==> src/rtl/rfsh_pkg.sv <==
package rfsh_pkg;
  localparam int ROW_W_DEF      = 10;
  localparam int NUM_RAS_DEF    = 4;
  localparam int REF_CYCLES_DEF = 4;

  typedef struct packed {
    logic rise;
    logic fall;
  } edge_evt_t;
endpackage

==> src/rtl/rfsh_edge.sv <==
module rfsh_edge
  import rfsh_pkg::*;
(
  input  logic      clk,
  input  logic      rst_n,
  input  logic      sig_i,
  output logic      level_q_o,
  output edge_evt_t evt_o
);
  logic sig_q;

  always_ff @(posedge clk) begin
    if (!rst_n) sig_q <= 1'b0;
    else        sig_q <= sig_i;
  end

  assign level_q_o  = sig_q;
  assign evt_o.rise = !sig_q && sig_i;
  assign evt_o.fall = sig_q && !sig_i;
endmodule

==> src/rtl/rfsh_timer.sv <==
module rfsh_timer #(
  parameter int CYC = 4
) (
  input  logic clk,
  input  logic rst_n,
  input  logic go_i,
  output logic busy_o,
  output logic done_o
);
  localparam int TW = (CYC > 1) ? $clog2(CYC) : 1;
  localparam logic [TW-1:0] LAST = TW'(CYC - 1);

  logic          busy_q;
  logic [TW-1:0] left_q;

  assign done_o = busy_q && (left_q == '0);
  assign busy_o = busy_q;

  always_ff @(posedge clk) begin
    if (!rst_n) begin
      busy_q <= 1'b0;
      left_q <= '0;
    end else if (!busy_q) begin
      if (go_i) begin
        busy_q <= 1'b1;
        left_q <= LAST;
      end
    end else if (done_o) begin
      busy_q <= 1'b0;
    end else begin
      left_q <= left_q - 1'b1;
    end
  end

  // a start seen mid-cycle must not re-arm the timer
  p_no_rearm_r9: assert property (@(posedge clk) disable iff (!rst_n)
    busy_q && !done_o |=> busy_q && (left_q == $past(left_q) - 1'b1));
  // a start taken while idle opens a cycle
  p_start_r2: assert property (@(posedge clk) disable iff (!rst_n)
    !busy_q && go_i |=> busy_q && (left_q == LAST));
endmodule

==> src/rtl/rfsh_row_ctr.sv <==
module rfsh_row_ctr #(
  parameter int ROW_W = 10
) (
  input  logic             clk,
  input  logic             rst_n,
  input  logic             clr_i,
  input  logic             step_i,
  output logic [ROW_W-1:0] row_o
);
  localparam logic [ROW_W-1:0] ROW_MAX = '1;

  function automatic logic [ROW_W-1:0] row_next(input logic [ROW_W-1:0] r);
    return (r == ROW_MAX) ? '0 : r + 1'b1;
  endfunction

  logic [ROW_W-1:0] row_q;

  always_ff @(posedge clk) begin
    if (!rst_n)      row_q <= '0;
    else if (clr_i)  row_q <= '0;
    else if (step_i) row_q <= row_next(row_q);
  end

  assign row_o = row_q;

  // the all-ones row rolls over to zero
  p_wrap_r3: assert property (@(posedge clk) disable iff (!rst_n)
    step_i && !clr_i && (row_q == ROW_MAX) |=> row_q == '0);
  // a clear wins over a step on the same edge
  p_clr_wins_r10: assert property (@(posedge clk) disable iff (!rst_n)
    clr_i && step_i |=> row_q == '0);
endmodule

==> src/rtl/rfsh_ctrl.sv <==
module rfsh_ctrl
  import rfsh_pkg::*;
#(
  parameter int ROW_W      = ROW_W_DEF,
  parameter int NUM_RAS    = NUM_RAS_DEF,
  parameter int REF_CYCLES = REF_CYCLES_DEF
) (
  input  logic               clk,
  input  logic               rst_n,
  input  logic               rfck_i,
  input  logic               ref_go_i,
  input  logic               rfi_in_i,
  output logic               rfi_oe_o,
  output logic               ref_active_o,
  output logic [NUM_RAS-1:0] ras_en_o,
  output logic [ROW_W-1:0]   row_addr_o
);
  edge_evt_t rfck_evt;
  logic      rfck_hi_q;
  logic      busy;
  logic      done_evt;
  logic      ext_clr;
  logic      done_hi_q;
  logic      req_q;

  rfsh_edge u_edge (
    .clk       (clk),
    .rst_n     (rst_n),
    .sig_i     (rfck_i),
    .level_q_o (rfck_hi_q),
    .evt_o     (rfck_evt)
  );

  rfsh_timer #(.CYC(REF_CYCLES)) u_timer (
    .clk    (clk),
    .rst_n  (rst_n),
    .go_i   (ref_go_i),
    .busy_o (busy),
    .done_o (done_evt)
  );

  // A low line is taken as a clear only while the block is not pulling it
  assign ext_clr = !rfi_in_i && !req_q;

  rfsh_row_ctr #(.ROW_W(ROW_W)) u_row (
    .clk    (clk),
    .rst_n  (rst_n),
    .clr_i  (ext_clr),
    .step_i (done_evt),
    .row_o  (row_addr_o)
  );

  // Remembers whether a refresh finished during the current high phase
  always_ff @(posedge clk) begin
    if (!rst_n)                       done_hi_q <= 1'b0;
    else if (rfck_evt.rise)           done_hi_q <= 1'b0;
    else if (done_evt && rfck_hi_q)   done_hi_q <= 1'b1;
  end

  always_ff @(posedge clk) begin
    if (!rst_n)                               req_q <= 1'b0;
    else if (done_evt)                        req_q <= 1'b0;
    else if (rfck_evt.fall && !done_hi_q)     req_q <= 1'b1;
  end

  assign rfi_oe_o     = req_q;
  assign ref_active_o = busy;
  assign ras_en_o     = {NUM_RAS{busy}};

  // a missed high phase raises the request at the sampled fall
  p_req_on_fall_r4: assert property (@(posedge clk) disable iff (!rst_n)
    rfck_evt.fall && !done_hi_q && !done_evt |=> rfi_oe_o);
  // a serviced high phase raises nothing new
  p_no_req_r5: assert property (@(posedge clk) disable iff (!rst_n)
    rfck_evt.fall && done_hi_q && !rfi_oe_o |=> !rfi_oe_o);
  // completion withdraws the request
  p_done_drops_req_r6: assert property (@(posedge clk) disable iff (!rst_n)
    done_evt |=> !rfi_oe_o);
  // an external low clears the row
  p_ext_clear_r7: assert property (@(posedge clk) disable iff (!rst_n)
    !rfi_in_i && !rfi_oe_o |=> row_addr_o == '0);
  // the block's own pull leaves the row alone
  p_own_pull_r8: assert property (@(posedge clk) disable iff (!rst_n)
    rfi_oe_o && !done_evt |=> $stable(row_addr_o));
  // every strobe enable is high while refreshing
  p_ras_all_r2: assert property (@(posedge clk) disable iff (!rst_n)
    ref_active_o |-> (ras_en_o == {NUM_RAS{1'b1}}));
endmodule

==> config.mk <==
export PLATFORM = sky130hd
export DESIGN_NAME = rfsh_ctrl
export DESIGN_NICKNAME = d
export VERILOG_FILES = /design/src/rtl/rfsh_pkg.sv /design/src/rtl/rfsh_edge.sv /design/src/rtl/rfsh_timer.sv /design/src/rtl/rfsh_row_ctr.sv /design/src/rtl/rfsh_ctrl.sv
export SDC_FILE = /design/constraint.sdc
export NUM_CORES = 1
export LEC_CHECK = 0
export BUFFER_PORTS_ARGS = -buffer_cell sky130_fd_sc_hd__buf_2
export CORE_AREA = 2 2 47 49
export DETAILED_ROUTE_END_ITERATION = 16
export DIE_AREA = 0 0 49 51
export GPL_TIMING_DRIVEN = 0
export PLACE_DENSITY = 0.57
export SLEW_MARGIN = 20
export SYNTH_ARGS = -nofsm -noshare
export SYNTH_HDL_FRONTEND = slang
export SYNTH_SLANG_ARGS = --single-unit
==> constraint.sdc <==
create_clock -name clk -period 2.45 [get_ports clk]
set_clock_uncertainty 0.2 [all_clocks]
set_input_delay 0.3675 -clock clk [delete_from_list [all_inputs] [get_ports clk]]
set_output_delay 0.3675 -clock clk [all_outputs]
set_load 0.05 [all_outputs]
### Yosys cells after proc, flatten, opt, wreduce, memory -nomap -nowiden

Index checks and enable logic that the tools add are counted.
Widths: inputs -> output; s select.

| storage, ports and cells | value |
|---|---|
| latch bits | 0 |
| bits in read-only memories | 0 |
| bits of input ports | 5 |
| output and inout bits | 16 |
| bits in registers | 16 |
| memories | 0 |
| RAM bits | 0 |
| word-level logic and storage cells | 35 |

| operators by class | value |
|---|---|
| shifts and indexed selects | 0 |
| reduce and logical (&&, ||, !) cells | 17 |
| $add $sub $neg | 2 |
| muxes and demuxes | 7 |
| equal/unequal tests | 2 |
| bitwise gates (word level) | 1 |
| multiply operators | 0 |
| order comparisons | 0 |
| divide/modulo/power cells | 0 |

Operators with widths:

| cell | number |
|---|---|
| $add 10x1->10 const B | 1 |
| $eq 10x10->1 const B | 1 |
| $mux 10 | 1 |
| $logic_and 1x1->1 | 6 |
| $mux 2 | 3 |
| $reduce_or 2->1 | 3 |
| $logic_not 1->1 | 5 |
| $mux 1 | 3 |
| $logic_not 2->1 | 1 |
| $ne 2x2->1 const B | 1 |
| $reduce_and 2->1 | 1 |
| $reduce_bool 2->1 | 1 |
| $sub 2x1->2 const B | 1 |
| $not 1->1 | 1 |

### Logic depth before layout (Yosys ltp)

| depth | value |
|---|---|
| word-level depth | 4 |
| depth in mapped cells | 6 |
| depth with buffers taken out | 6 |

### Cells and area by module

Synthesis repeated with hierarchy kept, for this count alone.

| second synthesis, totals | value |
|---|---|
| cells, all modules | 87 |
| area, all modules | 787.0 um^2 |

By module, submodules not included:

| module | area each (um^2) | seq. area each (um^2) | cells an instance | times used |
|---|---|---|---|---|
| rfsh_row_ctr | 498.0 | 200.2 | 56 | 1 |
| rfsh_timer | 143.9 | 60.1 | 15 | 1 |
| rfsh_ctrl | 106.4 | 40.0 | 12 | 1 |
| rfsh_edge | 38.8 | 20.0 | 4 | 1 |

### Least setup slack after synthesis

No wires, ideal clock.

| path | value |
|---|---|
| path kind | register to register |
| start point | reg u_timer.busy_q, in the netlist u_timer.busy_o |
| end point | reg u_row.row_q[9], in the netlist u_row.row_o[9] |
| data required time | 2183 ps |
| library setup time | 67 ps |
| clock period less this slack | 2077 ps |
| setup slack | 373 ps |
| stages on the path, launching flop included | 6 |
| arrival time | 1810 ps |
| buffers on the path | 1 |
| cells stage by stage | dfxtp_1 buf_2 and4_4 nand2_2 or4_4 a21oi_2 |

| between the ends | value |
|---|---|
| word-level cells in the longest chain between the ends | 1 |

Ends and longest elaborated chain:

| what | line | text |
|---|---|---|
| start, declared | rfsh_timer.sv:13 | `logic busy_q;` |
| start signal, assigned | rfsh_timer.sv:21 | `busy_q <= 1'b0;` |
| start signal, assigned | rfsh_timer.sv:25 | `busy_q <= 1'b1;` |
| start signal, assigned | rfsh_timer.sv:29 | `busy_q <= 1'b0;` |
| $logic_and 1x1->1 | rfsh_timer.sv:16 | `assign done_o = busy_q && (left_q == '0);` |
| end signal, assigned | rfsh_row_ctr.sv:21 | `else if (step_i) row_q <= row_next(row_q);` |
| end, declared | rfsh_row_ctr.sv:16 | `logic [ROW_W-1:0] row_q;` |

Every way passes these cells.
A chain may end at the register's enable or synchronous reset.

### Worst setup path after layout

| path | value |
|---|---|
| start point | reg u_timer.left_q[0] |
| end point | reg u_row.row_q[9], in the netlist u_row.row_o[9] |

| between the ends | value |
|---|---|
| word-level cells in the longest chain between the ends | 2 |

Ends and longest elaborated chain:

| what | line | text |
|---|---|---|
| start, declared | rfsh_timer.sv:14 | `logic [TW-1:0] left_q;` |
| start signal, assigned | rfsh_timer.sv:31 | `left_q <= left_q - 1'b1;` |
| $logic_not 2->1 | rfsh_timer.sv:16 |  |
| $logic_and 1x1->1 | rfsh_timer.sv:16 |  |

Every way passes these cells.

==> run_results.csv <==
group,metric,value,unit
cells_and_area,drive_above_1_share,33.3,%
clock_tree,cts-root-buf,"clkbuf_4",
clock_tree,cts_made_buffers,3,
synthesis,yosysTopAreaCell,"dfxtp_1",
timing,hold_viol,0,
route,routedWlPerCell,10.2,um
global_route,grt_usage,12.0,%
setup_path,cp_max_fo,8,
clock_tree,cts_resized,0,
floorplan,die_h,51,um
synthesis,async_flop_share,0,%
timing,finalCritPeriodShare,76.1,%
floorplan,rows,17,
cells_and_area,finalNetCount,113,
timing,worstMarginPinSlew,587,ps
floorplan,die_x,49,um
floorplan,start_util,35.8,%
floorplan,io_pins,21,
worst_hold_path,min_path_type,"primary input to register",
global_route,grt_overflow,0,
clock_tree,clk_pin_slew,90,ps
global_route,grt_pass1_vias,590,
floorplan,core-area,0.00206,mm^2
clock_tree,cts_tree,"built",
route,vias,626,
route,wl,1350,um
timing,slew_headroom,60.5,%
setup_path,worstPathCellList,"inv_1 > ha_1 > and4_4 > nand2_2 > or4_4 > a21oi_2",
cells_and_area,fin_util,44.1,%
placed_design,dp_hpwl,1030,um
setup_path,worstSetupPathType,"register to register",
timing,setup_viol_count_final,0,
cells_and_area,area_growth,23.2,%
timing,fin_crit,1870,ps
placed_design,routabilityCongestion,0.695,
timing,setup_tns,0,ps
synthesis,netlist_top_cells_area,"dfxtp_1, xor2_1, o211a_1",
synthesis,ys_types,26,
synthesis,ys_seq_area_share,43.3,%
floorplan,dieArea,0.00250,mm^2
synthesis,synthTopCellsByCount,"dfxtp_1, nor2_1, nand2_1",
job,maxCapViolations,0,
cells_and_area,final_cells,133,
route,vias_per_cell,4.71,
run_status,status,"completed",
pwr,ir_drop,335,uV
clock_tree,clock_path_buffers,2,
synthesis,synth_most_common_cell,"dfxtp_1",
cells_and_area,design_area,911,um^2
timing,slew_violations,0,
global_route,grt_max_degree,10,
setup_path,max_stage_delay,430,ps
synthesis,synth_top_cell_area_share,43.3,%
synthesis,synth_edf_count,0,
synthesis,syn_nets,88,
cells_and_area,diodes,0,
global_route,antenna_found_initial,0,
setup_path,slowest_stage,"or4_4",
clock_tree,cts.sinks,16,
timing,grt_setup_unrepaired,"false",
timing,fin_ws,585,ps
timing,fmax,0.536,GHz
placed_design,dp_slack,602,ps
placed_design,dp_cells,129,
global_route,grt_pass1_wl,2340,um
clock_tree,htree_levels,1,
synthesis,ys_warn_count,0,
setup_path,crit_required,2470,ps
clock_tree,clk_latency,280,ps
route,drt_iter0_drc,1,
placed_design,portBuffers,20,
synthesis,synth_ff_type,"dfxtp_1",
setup_path,start_kind,"register",
route,ant_nets,0,
synthesis,ys_seq_elements,16,
route,drc,0,
pwr,power.density,593,mW/mm^2
pwr,p_leak,0.421,nW
setup_path,critPathArrivalTime,1890,ps
synthesis,syn_area,739,um^2
route,dr.pass1.iters,4,
clock_tree,post-cts-setup-buffers,0,
placed_design,placed_area,875,um^2
synthesis,syn_avg_cell_area,9.13,um^2
synthesis,synthCells,81,
clock_tree,cts_hold_buf,0,
setup_path,end_kind,"register",
[cells by family after synthesis]
group / share of synthesized area (%)
simple gates: 25.5
flops: 43.3
compound gates: 12.7
buf+inv: 6.77
xor+xnor: 8.29
fa+ha+maj: 3.38
[layout by cell type (no fill, tap or decap), types with 4 or more instances in the layout]
cell and n:
buf_2 21, dfxtp_1 16, nor2_1 8, nand2_1 7, xor2_1 6, nand3_1 5, inv_1 4, nand4_1 4
buf_4 4
[worst paths after layout]
kind / endpoint / slack [ps] / cells after the start / from
worst max-delay path: u_row.row_o[9]$_SDFFE_PP0P_ / 580 / 6 / u_timer.left_q[0]$_SDFFE_PN0P_
worst min-delay path: u_edge.level_q_o$_SDFF_PN0_ / 120 / 2 / rfck_i
worst max register to register: u_row.row_o[9]$_SDFFE_PP0P_ / 580 / 6 / u_timer.left_q[0]$_SDFFE_PN0P_
worst min register to register: done_hi_q$_SDFFE_PP0P_ / 290 / 2 / done_hi_q$_SDFFE_PP0P_
[flip-flops by register name, indices dropped and copies added (netlist names)]
name / count
rfi_oe_o: 1
u_edge.level_q_o: 1
done_hi_q: 1
u_timer.left_q: 2
u_row.row_o: 10
u_timer.busy_o: 1
[where the power goes]
part           internal, mW  leakage (nW)  switching, mW
clock                0.0905        0.0210         0.0812
combinational        0.0308         0.270         0.0625
sequential            0.269         0.130        0.00646
total                 0.390         0.421          0.150
[metal layers]
| layer | track usage [%] | wire [um] | vias to the layer above |
|---|---|---|---|
| li1 | - | - | 325 |
| met1 | 11.6 | 616 | 288 |
| met2 | 23.1 | 658 | 13 |
| met3 | 5.85 | 77 | 0 |
| met4 | 2.86 | 0 | 0 |
| met5 | 0 | 0 | - |
[per-stage QoR]
stage,power [mW],hold WS [ps]
3_3_place_gp,0.374,279
5_1_grt,0.568,104
2_1_floorplan,0.354,256
6_report,0.540,116
4_1_cts,0.551,105
3_5_place_dp,0.375,288
[cell type report]
type | count | area (um^2)
Fill cell | 227 | 1150
Multi-Input combinational cell | 56 | 369
Buffer | 5 | 35.0
Inverter | 4 | 15.0
Timing Repair Buffer | 20 | 100
Sequential cell | 16 | 320
Tap cell | 28 | 35.0
Clock buffer | 4 | 36.3
[worst max-delay path, delay by kind of cell (launching register included)]
family,cells,cell delay (ps)
AO/OA/AOI/OAI,1,140
adder cells (fa/ha/maj),1,290
buffers and inverters,1,60
flip-flops,1,330
AND/OR/NAND/NOR,3,790
Power figures use the tool's default switching activity.
